<file path="config.mk">
export PLATFORM = sky130hd
export DESIGN_NAME = toeplitz_flow_hash
export DESIGN_NICKNAME = d
export VERILOG_FILES = /design/src/rtl/toeplitz_pkg.sv /design/src/rtl/th_key_store.sv /design/src/rtl/th_core.sv /design/src/rtl/th_index.sv /design/src/rtl/toeplitz_flow_hash.sv
export SDC_FILE = /design/constraint.sdc
export NUM_CORES = 2
export LEC_CHECK = 0
export BUFFER_PORTS_ARGS = -buffer_cell sky130_fd_sc_hd__clkbuf_2
export CELL_PAD_IN_SITES_DETAIL_PLACEMENT = 1
export CELL_PAD_IN_SITES_GLOBAL_PLACEMENT = 1
export CORE_ASPECT_RATIO = 1.25
export CORE_UTILIZATION = 30
export DETAILED_ROUTE_END_ITERATION = 10
export PLACE_DENSITY = 0.5
export SETUP_SLACK_MARGIN = 0.3
export SYNTH_ARGS = -nofsm -noshare
export SYNTH_HDL_FRONTEND = slang
export SYNTH_SLANG_ARGS = --single-unit
export TNS_END_PERCENT = 1
</file>
<file path="constraint.sdc">
create_clock -name clk -period 2.75 [get_ports clk]
set_clock_uncertainty 0.15 [all_clocks]
set_input_delay 0 -clock clk [delete_from_list [all_inputs] [get_ports clk]]
set_output_delay 0 -clock clk [all_outputs]
set_load 0.03 [all_outputs]
</file>
<file path="src/rtl/toeplitz_pkg.sv">
package toeplitz_pkg;

   typedef enum logic {
      TH_IDLE = 1'b0,
      TH_RUN  = 1'b1
   } th_state_e;

   localparam int unsigned TH_PROTO_WORD_W = 32;

endpackage

</file>
<file path="src/rtl/th_key_store.sv">
module th_key_store #(
   parameter int unsigned KEY_BYTES = 40,
   localparam int unsigned AW       = $clog2(KEY_BYTES),
   localparam int unsigned KEY_BITS = KEY_BYTES * 8
) (
   input  logic                clk,
   input  logic                rst_n,
   input  logic                wr_fire,
   input  logic [AW-1:0]       wr_addr,
   input  logic [7:0]          wr_data,
   output logic [KEY_BITS-1:0] key_vec
);

   if (KEY_BYTES < 5) begin : g_bad_key
      $error("th_key_store: KEY_BYTES too small");
   end

   for (genvar g = 0; g < KEY_BYTES; g++) begin : g_byte
      localparam logic [AW-1:0] SLOT = AW'(g);
      always_ff @(posedge clk or negedge rst_n) begin
         if (!rst_n)
            key_vec[(KEY_BYTES-1-g)*8 +: 8] <= '0;
         else if (wr_fire && (wr_addr == SLOT))
            key_vec[(KEY_BYTES-1-g)*8 +: 8] <= wr_data;
      end
   end

endmodule

</file>
<file path="src/rtl/th_core.sv">
module th_core
   import toeplitz_pkg::*;
#(
   parameter int unsigned DATA_BITS = 320,
   parameter int unsigned KEY_BITS  = 320,
   parameter int unsigned HASH_W    = 32,
   parameter int unsigned STEP      = 8,
   parameter int unsigned PRESHIFT  = 5,
   localparam int unsigned CYC      = DATA_BITS / STEP,
   localparam int unsigned CW       = $clog2(CYC + 1)
) (
   input  logic                 clk,
   input  logic                 rst_n,
   input  logic                 start,
   input  logic [DATA_BITS-1:0] data_in,
   input  logic [KEY_BITS-1:0]  key_in,
   output logic                 busy,
   output logic                 done,
   output logic [HASH_W-1:0]    hash
);

   if ((DATA_BITS % STEP) != 0) begin : g_bad_step
      $error("th_core: DATA_BITS must be a multiple of STEP");
   end
   if (KEY_BITS < HASH_W + STEP - 1) begin : g_bad_key
      $error("th_core: key too short for the step window");
   end
   if (PRESHIFT >= KEY_BITS) begin : g_bad_shift
      $error("th_core: PRESHIFT out of range");
   end

   th_state_e              state;
   logic [CW-1:0]          cnt;
   logic [DATA_BITS-1:0]   dreg;
   logic [KEY_BITS-1:0]    sreg;
   logic [HASH_W-1:0]      acc;
   logic [HASH_W-1:0]      nxt;

   // Fold STEP input bits into the accumulator per cycle.
   if (STEP == 1) begin : g_serial
      always_comb begin
         nxt = acc;
         if (dreg[DATA_BITS-1])
            nxt = acc ^ sreg[KEY_BITS-1 -: HASH_W];
      end
   end else begin : g_parallel
      always_comb begin
         nxt = acc;
         for (int b = 0; b < STEP; b++) begin
            if (dreg[DATA_BITS-1-b])
               nxt = nxt ^ sreg[KEY_BITS-1-b -: HASH_W];
         end
      end
   end

   always_ff @(posedge clk or negedge rst_n) begin
      if (!rst_n) begin
         state <= TH_IDLE;
         cnt   <= '0;
         dreg  <= '0;
         sreg  <= '0;
         acc   <= '0;
         done  <= 1'b0;
      end else begin
         done <= 1'b0;
         case (state)
            TH_IDLE: begin
               if (start) begin
                  dreg  <= data_in;
                  sreg  <= key_in << PRESHIFT;
                  acc   <= '0;
                  cnt   <= CW'(CYC);
                  state <= TH_RUN;
               end
            end
            TH_RUN: begin
               acc  <= nxt;
               dreg <= dreg << STEP;
               sreg <= sreg << STEP;
               cnt  <= cnt - CW'(1);
               if (cnt == CW'(1)) begin
                  state <= TH_IDLE;
                  done  <= 1'b1;
               end
            end
            default: state <= TH_IDLE;
         endcase
      end
   end

   assign busy = (state == TH_RUN);
   assign hash = acc;


   clear_on_start_chk: assert property (@(posedge clk) disable iff (!rst_n)
      start |=> (acc == '0) && busy);


   no_restart_chk: assert property (@(posedge clk) disable iff (!rst_n)
      start |-> !busy);


   done_after_run_chk: assert property (@(posedge clk) disable iff (!rst_n)
      done |-> $past(busy) && !busy);

endmodule

</file>
<file path="src/rtl/th_index.sv">
module th_index #(
   parameter int unsigned HASH_W  = 32,
   parameter int unsigned SHIFT   = 12,
   parameter int unsigned ENTRIES = 1024,
   localparam int unsigned IW     = $clog2(ENTRIES)
) (
   input  logic [HASH_W-1:0] hash,
   output logic [IW-1:0]     index
);

   if ((ENTRIES < 2) || ((ENTRIES & (ENTRIES - 1)) != 0)) begin : g_bad_entries
      $error("th_index: ENTRIES must be a power of two");
   end
   if (SHIFT + IW > HASH_W) begin : g_bad_shift
      $error("th_index: index field exceeds hash width");
   end

   logic [HASH_W-1:0] shifted;
   assign shifted = hash >> SHIFT;
   assign index   = shifted[IW-1:0];

endmodule

</file>
<file path="src/rtl/toeplitz_flow_hash.sv">
module toeplitz_flow_hash
   import toeplitz_pkg::*;
#(
   parameter int unsigned KEY_BYTES      = 40,
   parameter int unsigned ADDR_W         = 128,
   parameter int unsigned PORT_W         = 16,
   parameter int unsigned PROTO_W        = 8,
   parameter int unsigned HASH_W         = 32,
   parameter int unsigned KEY_PRESHIFT   = 5,
   parameter int unsigned IDX_SHIFT      = 12,
   parameter int unsigned TABLE_ENTRIES  = 1024,
   parameter int unsigned BITS_PER_CYCLE = 8
) (
   input  logic                             clk,
   input  logic                             rst_n,
   input  logic                             key_wr_valid,
   output logic                             key_wr_ready,
   input  logic [$clog2(KEY_BYTES)-1:0]     key_wr_addr,
   input  logic [7:0]                       key_wr_data,
   input  logic                             in_valid,
   output logic                             in_ready,
   input  logic [ADDR_W-1:0]                src_addr,
   input  logic [ADDR_W-1:0]                dst_addr,
   input  logic [PORT_W-1:0]                src_port,
   input  logic [PORT_W-1:0]                dst_port,
   input  logic [PROTO_W-1:0]               l4_proto,
   output logic                             out_valid,
   output logic [HASH_W-1:0]                out_hash,
   output logic [$clog2(TABLE_ENTRIES)-1:0] out_index
);

   localparam int unsigned KEY_BITS  = KEY_BYTES * 8;
   localparam int unsigned DATA_BITS = 2 * ADDR_W + 2 * PORT_W + TH_PROTO_WORD_W;
   localparam int unsigned PAD_W     = TH_PROTO_WORD_W - PROTO_W;

   if (PROTO_W >= TH_PROTO_WORD_W) begin : g_bad_proto
      $error("toeplitz_flow_hash: protocol field too wide");
   end
   if (DATA_BITS > KEY_BITS) begin : g_bad_block
      $error("toeplitz_flow_hash: input block longer than key");
   end

   logic                 busy;
   logic                 start;
   logic                 key_fire;
   logic [KEY_BITS-1:0]  key_vec;
   logic [DATA_BITS-1:0] block;

   assign start        = in_valid && !busy;
   assign key_fire     = key_wr_valid && !busy;
   assign in_ready     = !busy;
   assign key_wr_ready = !busy;

   assign block = {src_addr, dst_addr, dst_port, src_port, {PAD_W{1'b0}}, l4_proto};

   th_key_store #(
      .KEY_BYTES (KEY_BYTES)
   ) u_key (
      .clk     (clk),
      .rst_n   (rst_n),
      .wr_fire (key_fire),
      .wr_addr (key_wr_addr),
      .wr_data (key_wr_data),
      .key_vec (key_vec)
   );

   th_core #(
      .DATA_BITS (DATA_BITS),
      .KEY_BITS  (KEY_BITS),
      .HASH_W    (HASH_W),
      .STEP      (BITS_PER_CYCLE),
      .PRESHIFT  (KEY_PRESHIFT)
   ) u_core (
      .clk     (clk),
      .rst_n   (rst_n),
      .start   (start),
      .data_in (block),
      .key_in  (key_vec),
      .busy    (busy),
      .done    (out_valid),
      .hash    (out_hash)
   );

   th_index #(
      .HASH_W  (HASH_W),
      .SHIFT   (IDX_SHIFT),
      .ENTRIES (TABLE_ENTRIES)
   ) u_index (
      .hash  (out_hash),
      .index (out_index)
   );


   key_frozen_chk: assert property (@(posedge clk) disable iff (!rst_n)
      busy |=> $stable(key_vec));


   pulse_width_chk: assert property (@(posedge clk) disable iff (!rst_n)
      out_valid |=> !out_valid);


   result_hold_chk: assert property (@(posedge clk) disable iff (!rst_n)
      (out_valid && !in_valid) |=> $stable(out_hash));


   ready_low_busy_chk: assert property (@(posedge clk) disable iff (!rst_n)
      $rose(busy) |-> !in_ready && !key_wr_ready);

endmodule

</file>
== Yosys cells after proc, flatten, opt, wreduce, memory -nomap -nowiden ==
Cells that the tools add are included.
Word-level totals
  flip-flop bits (word level): 995
  bits of input ports: 314
  word-level logic and storage cells: 162
Operators by class
  add/sub/neg operators: 1
  equality and inequality tests: 41
  muxes and demuxes: 21
  bitwise operators: 9
  reduce and logical (&&, ||, !) cells: 44
Operator list (count)
  $pmux W320 S2: 2
  $mux W320: 2
  $mux W32: 9
  $xor A32 B32 Y32: 8
  $eq A6 B5 Y1 const B: 16
  $pmux W32 S2: 1
  $eq A6 B4 Y1 const B: 8
  $eq A6 B6 Y1 const B: 8
  $logic_and A1 B1 Y1: 42
  $eq A6 B3 Y1 const B: 4
  $eq A6 B1 Y1 const B: 2
  $eq A6 B2 Y1 const B: 2
  $pmux W6 S2: 1
  $logic_not A6 Y1: 1
  $mux W6: 1
  $sub A6 B1 Y6 const B: 1
  $mux W1: 4
  $ne A2 B2 Y1 const B: 1
  $pmux W1 S2: 1
  $logic_not A1 Y1: 1
  $not A1 Y1: 1

== Longest topological paths before layout ==
  depth in word-level cells: 17
  mapped depth: 8
  gate-level depth less buffers: 6

== Cells and area by module ==
From an unflattened synthesis, not the netlist that was laid out.
Second synthesis, totals
  cells, all modules: 4150
  area total of the unflattened synthesis: 46633.5 µm²
Modules (own cells, without submodules)
  th_core: instances 1, cells an instance 3382, area an instance 34090.2 µm²
  th_key_store: instances 1, cells an instance 753, area an instance 12440.7 µm²
  th_index: instances 1, cells an instance 10, area an instance 75.1 µm²
  toeplitz_flow_hash: instances 1, cells an instance 5, area an instance 27.5 µm²

== Least setup slack after synthesis ==
Ideal clock, no wire load.
  path kind: reg-to-reg
  start point: register u_core.state (netlist: u_core.busy)
  end point: register u_key.key_vec[248]
  data arrival time: 1.851 ns
  required time: 2.475 ns
  setup slack: 0.625 ns
  stages on the path, launching flop included: 8
  path buffers: 2
  clock period less this slack: 2.125 ns
  cell sequence: dfrtp_1 > buf_2 > inv_2 > nand3_2 > or4_1 > buf_2 > nor3_4 > mux2_2
On the way
  word-level cells in the longest chain between the ends: 3
RTL lines
  from (decl): RTL line th_core.sv:32  | th_state_e state;
  from (signal assigned): RTL line th_core.sv:58  | state <= TH_IDLE;
  from (signal assigned): RTL line th_core.sv:73  | state <= TH_RUN;
  from (signal assigned): RTL line th_core.sv:82  | state <= TH_IDLE;
  $logic_not A1 Y1: RTL line toeplitz_flow_hash.sv:50  | assign key_fire = key_wr_valid && !busy;
  $logic_and A1 B1 Y1: RTL line toeplitz_flow_hash.sv:50
  $logic_and A1 B1 Y1: RTL line th_key_store.sv:23  | else if (wr_fire && (wr_addr == SLOT))
  to (signal, indexed assignment): RTL line th_key_store.sv:24  | key_vec[(KEY_BYTES-1-g)*8 +: 8] <= wr_data;
  to (decl): RTL line th_key_store.sv:11  | output logic [KEY_BITS-1:0] key_vec
No other way between the ends.
A chain may end at the register's enable or synchronous reset.

== Final worst setup path ==
  start point: register u_core.state (netlist: u_core.busy)
  end point: register u_key.key_vec[252]
The elaborated chain is that of the path after synthesis.

==> out/results.txt <==
The wire length of the first global-routing pass was 235000 um. The top cell types in the final layout, fill and taps aside, are dfrtp_1, nand2_1, dlygate4sd3_1. The die height came out at 438 um.

After detailed routing, the met3 layer carries 5640 um of wire. Max-cap violations in this run came to 0. The power density relative to cell area is 685 mW/mm^2, and the number of DRC violations after detailed routing is 0. TritonCTS built the clock tree.

The transition time at the pin with the least slew margin came out at 1.08 ns. The tools report the count of final max-slew check failures as 0. Of the cells placed in the final design, the portion with a size suffix greater than 1 is 19.1%. Clock-pin slew was measured on the worst setup and hold paths at 0.06 ns. The routed length on met2 is 73800 um.

The run finished with clean final reports. The share of synthesized area occupied by flip-flops and latches was 54.4%; the number of hold violations in the final report was 0. The floorplan step defined a die boundary enclosing 0.153 mm^2. The effective utilization at floorplan was 30.3%. The worst setup path is captured at a register. The placed wire-length estimate is 86000 um.

The class of the most critical setup path is register to register. The run gives 28.8 nW as the static leakage. Number of input and output port buffers inserted: 358. The net count of the finished layout is 5502. In this run the cell area of the synthesized design comes to 0.0456 mm^2. The total overflow left after global routing is 0. Post-CTS repair changed the size of 0 cells. In the final routing, the length of wire on met1 measures 66400 um. In this run the worst setup path terminates at u_key.key_vec[252]$_DFFE_PN0P_. The library cell used most frequently in the layout, excluding fill and tap cells, is dfrtp_1.

Yosys mapped the design onto 42 distinct sky130hd cell types. The average routed wire per standard cell works out to 20.5 um. In this run, synthesis produced a sequential element count of 990.

The clock tree synthesis step divided the H-tree into 3 levels. The maximum number of pins on one net before global-route repair was 213; the placeable core region was 0.150 mm^2. Setup repair after global routing could not meet its margin everywhere.

The tools report the global-route usage over all layers as 19.5%. For the number of standard cells after synthesis, the log shows 4128. Counting cells, the worst reg-to-reg path comes to 6. Of all nets on the critical path, the largest fanout is 8. The kind of start point of the critical path is a register. Yosys printed 0 warnings. The count of nets left with antenna violations once routing finished came out at 0. At the worst endpoint, the arrival time is 2.85 ns. The mean number of vias per cell works out to 4.74. Final-layout setup total negative slack: 0 ns. In this run, CTS created clock tree buffers numbering 111. The final clock period utilization by the worst path is 87.1%. The launch instance of the worst register-to-register path is u_core.busy$_DFF_PN0_.

Dividing the synthesized area by the synthesized cell count gives 11.0 um^2. The via count is 34700. Tracing the worst setup path back leads to its startpoint at u_core.busy$_DFF_PN0_. The congestion estimate from routability-driven global placement came to 0.750. In the synthesized netlist the dominant register cell turns out to be dfrtp_1.

Measured along the x axis, the die boundary spans 351 um. The tools report the worst hold margin as 0.0414 ns. Pin placement for this block handled 359 I/O pins. Yosys mapped a number of flops with a built-in enable equal to 0. Classification of the worst-slack hold path: input pin to register. The maximum operating frequency was 417 MHz. Clock tree synthesis selected as its root buffer the cell clkbuf_16. The maximum clock path buffer count is 3, and the final critical path time including I/O delays and setup is 2.40 ns.

Highest signal layer in the routed design: met5. Setup violations remaining at the end of the flow were counted as 0. The number of global-route vias before repair came out at 38400. Maximum resistive drop on vdd: 461 uV. CTS saw 990 sinks. In this run the core area contains 159 standard-cell rows. The net count after synthesis is 4444. The number of inserted filler cells in the final layout is 16400, and the share of synthesized registers carrying an async set or reset is 100%.

For the tightest slew margin relative to the limit, the log shows 27.7%. In this run the critical register-to-register path is captured at u_key.key_vec[252]$_DFFE_PN0P_. For the worst setup path, the data required time is 3.20 ns. The logs give 5 for the number of optimization iterations in the first detailed-route pass and 37 for the number of antenna violations at the first check in global routing.

The logs give 150000 um for the wire length after detailed routing and 0.35 ns for the minimum setup slack among reg-to-reg paths. The growth of design area from synthesis to finish was 35.3%; the count of routing violations after the opening detailed-route iteration was 1555. The clock reaches the later pin of the worst-skew pair after 0.72 ns.
==> critical path: stages (launching register included) <==
cell and delay, ns:
dfrtp_4 0.52, inv_2 0.08, nand3_2 0.09, or4_1 0.65
nor3_4 0.28, buf_12 0.15, mux2_2 0.33
==> cell usage after synthesis (2+ instances only) <==
library cell / count / area share [%]
nor3b_1: 2 / 0.033
xnor3_1: 32 / 1.6
nor3_1: 7 / 0.077
a21oi_1: 3 / 0.033
nor2_1: 25 / 0.21
o21ai_0: 620 / 6.8
xnor2_1: 162 / 3.1
buf_2: 13 / 0.14
inv_1: 5 / 0.041
a22o_1: 32 / 0.62
ha_1: 2 / 0.055
dfrtp_1: 990 / 54
nand2_2: 9 / 0.12
nor2_4: 6 / 0.15
xor2_1: 32 / 0.62
nand3_2: 2 / 0.044
nand2_1: 919 / 7.6
nor3_4: 3 / 0.11
buf_1: 25 / 0.21
buf_4: 11 / 0.18
nand2b_1: 5 / 0.069
mux2i_1: 611 / 13
nor2b_1: 2 / 0.027
mux2_2: 314 / 7.8
clkbuf_1: 278 / 2.3
nand3_1: 2 / 0.022
==> registers in the layout, summed over array words and instances (netlist names) <==
signal / count
u_key.key_vec: 315
u_core.hash: 32
u_core.busy: 1
u_core.dreg: 320
u_core.sreg: 315
u_core.done: 1
u_core.cnt: 6
==> per-stage QoR <==
step / utilization (%) / setup WS (ns) / cells / total power [mW] / cell area, um^2
after detailed placement: 33.2 / 0.289 / 6301 / 25.4 / 50000
final: 41.0 / 0.354 / 7325 / 42.2 / 61600
after CTS: 40.9 / 0.359 / 7292 / 42.4 / 61500
after global placement: 33.2 / 0.330 / 6301 / 25.3 / 50000
after global routing: 41.0 / 0.263 / 7320 / 44.3 / 61600
after floorplan: - / 0.625 / 4128 / 22.6 / 45600
==> layer usage <==
| metal | up-vias | global-route usage [%] |
|---|---|---|
| met3 | 240 | 3.02 |
| met4 | 16 | 6.35 |
| met1 | 17700 | 25.3 |
| met2 | 578 | 33.2 |
| li1 | 16200 | - |
| met5 | - | 0 |
==> final cells by class <==
cell class,count,area [um^2],area share [%]
Timing Repair Buffer,1272,11100,18.0
Clock buffer,171,3340,5.42
Antenna cell,33,82.6,0.134
Clock inverter,36,337,0.546
Inverter,6,22.5,0.0366
Multi-Input combinational cell,2805,19500,31.6
Sequential cell,990,24800,40.2
Tap cell,2012,2520,4.09
==> power by group <==
part | internal, mW | switching (mW) | leakage (nW) | total [mW]
sequential | 16.4 | 1.50 | 13.6 | 17.9
clock | 8.79 | 6.38 | 1.83 | 15.2
combinational | 4.33 | 4.82 | 13.3 | 9.15
==> worst min-delay path by stage <==
stage,from,to,depth (start not counted)
5_1_grt,rst_n,u_core.sreg[152]$_DFFE_PN0P_,3
3_5_place_dp,rst_n,u_core.dreg[236]$_DFFE_PN0P_,1
2_1_floorplan,rst_n,u_core.busy$_DFF_PN0_,0
6_report,src_addr[119],u_core.dreg[311]$_DFFE_PN0P_,4
4_1_cts,dst_addr[10],u_core.dreg[74]$_DFFE_PN0P_,4
3_3_place_gp,rst_n,u_core.dreg[236]$_DFFE_PN0P_,1
==> cells by family after synthesis <==
group                    count (synthesis)  synth area share, %
multiplexers                           926                 21.2
AO/OA/AOI/OAI                          659                 7.52
XOR/XNOR                               226                 5.31
AND/OR/NAND/NOR                        992                 8.64
flip-flops                             990                 54.4
buffers and inverters                  333                 2.87
adder cells (fa/ha/maj)                  2               0.0549
==> timing repair <==
| item | CTS | global route |
|---|---|---|
| setup buffers | 1 | 0 |
| pin swaps | 1 | 0 |
| endpoints found under the hold margin | 1698 | 0 |
| cloned | 0 | 0 |
| endpoints found under the setup margin | 7 | 16 |
| hold buffers | 783 | 0 |
No activity file was read; power rests on OpenSTA's default activity.
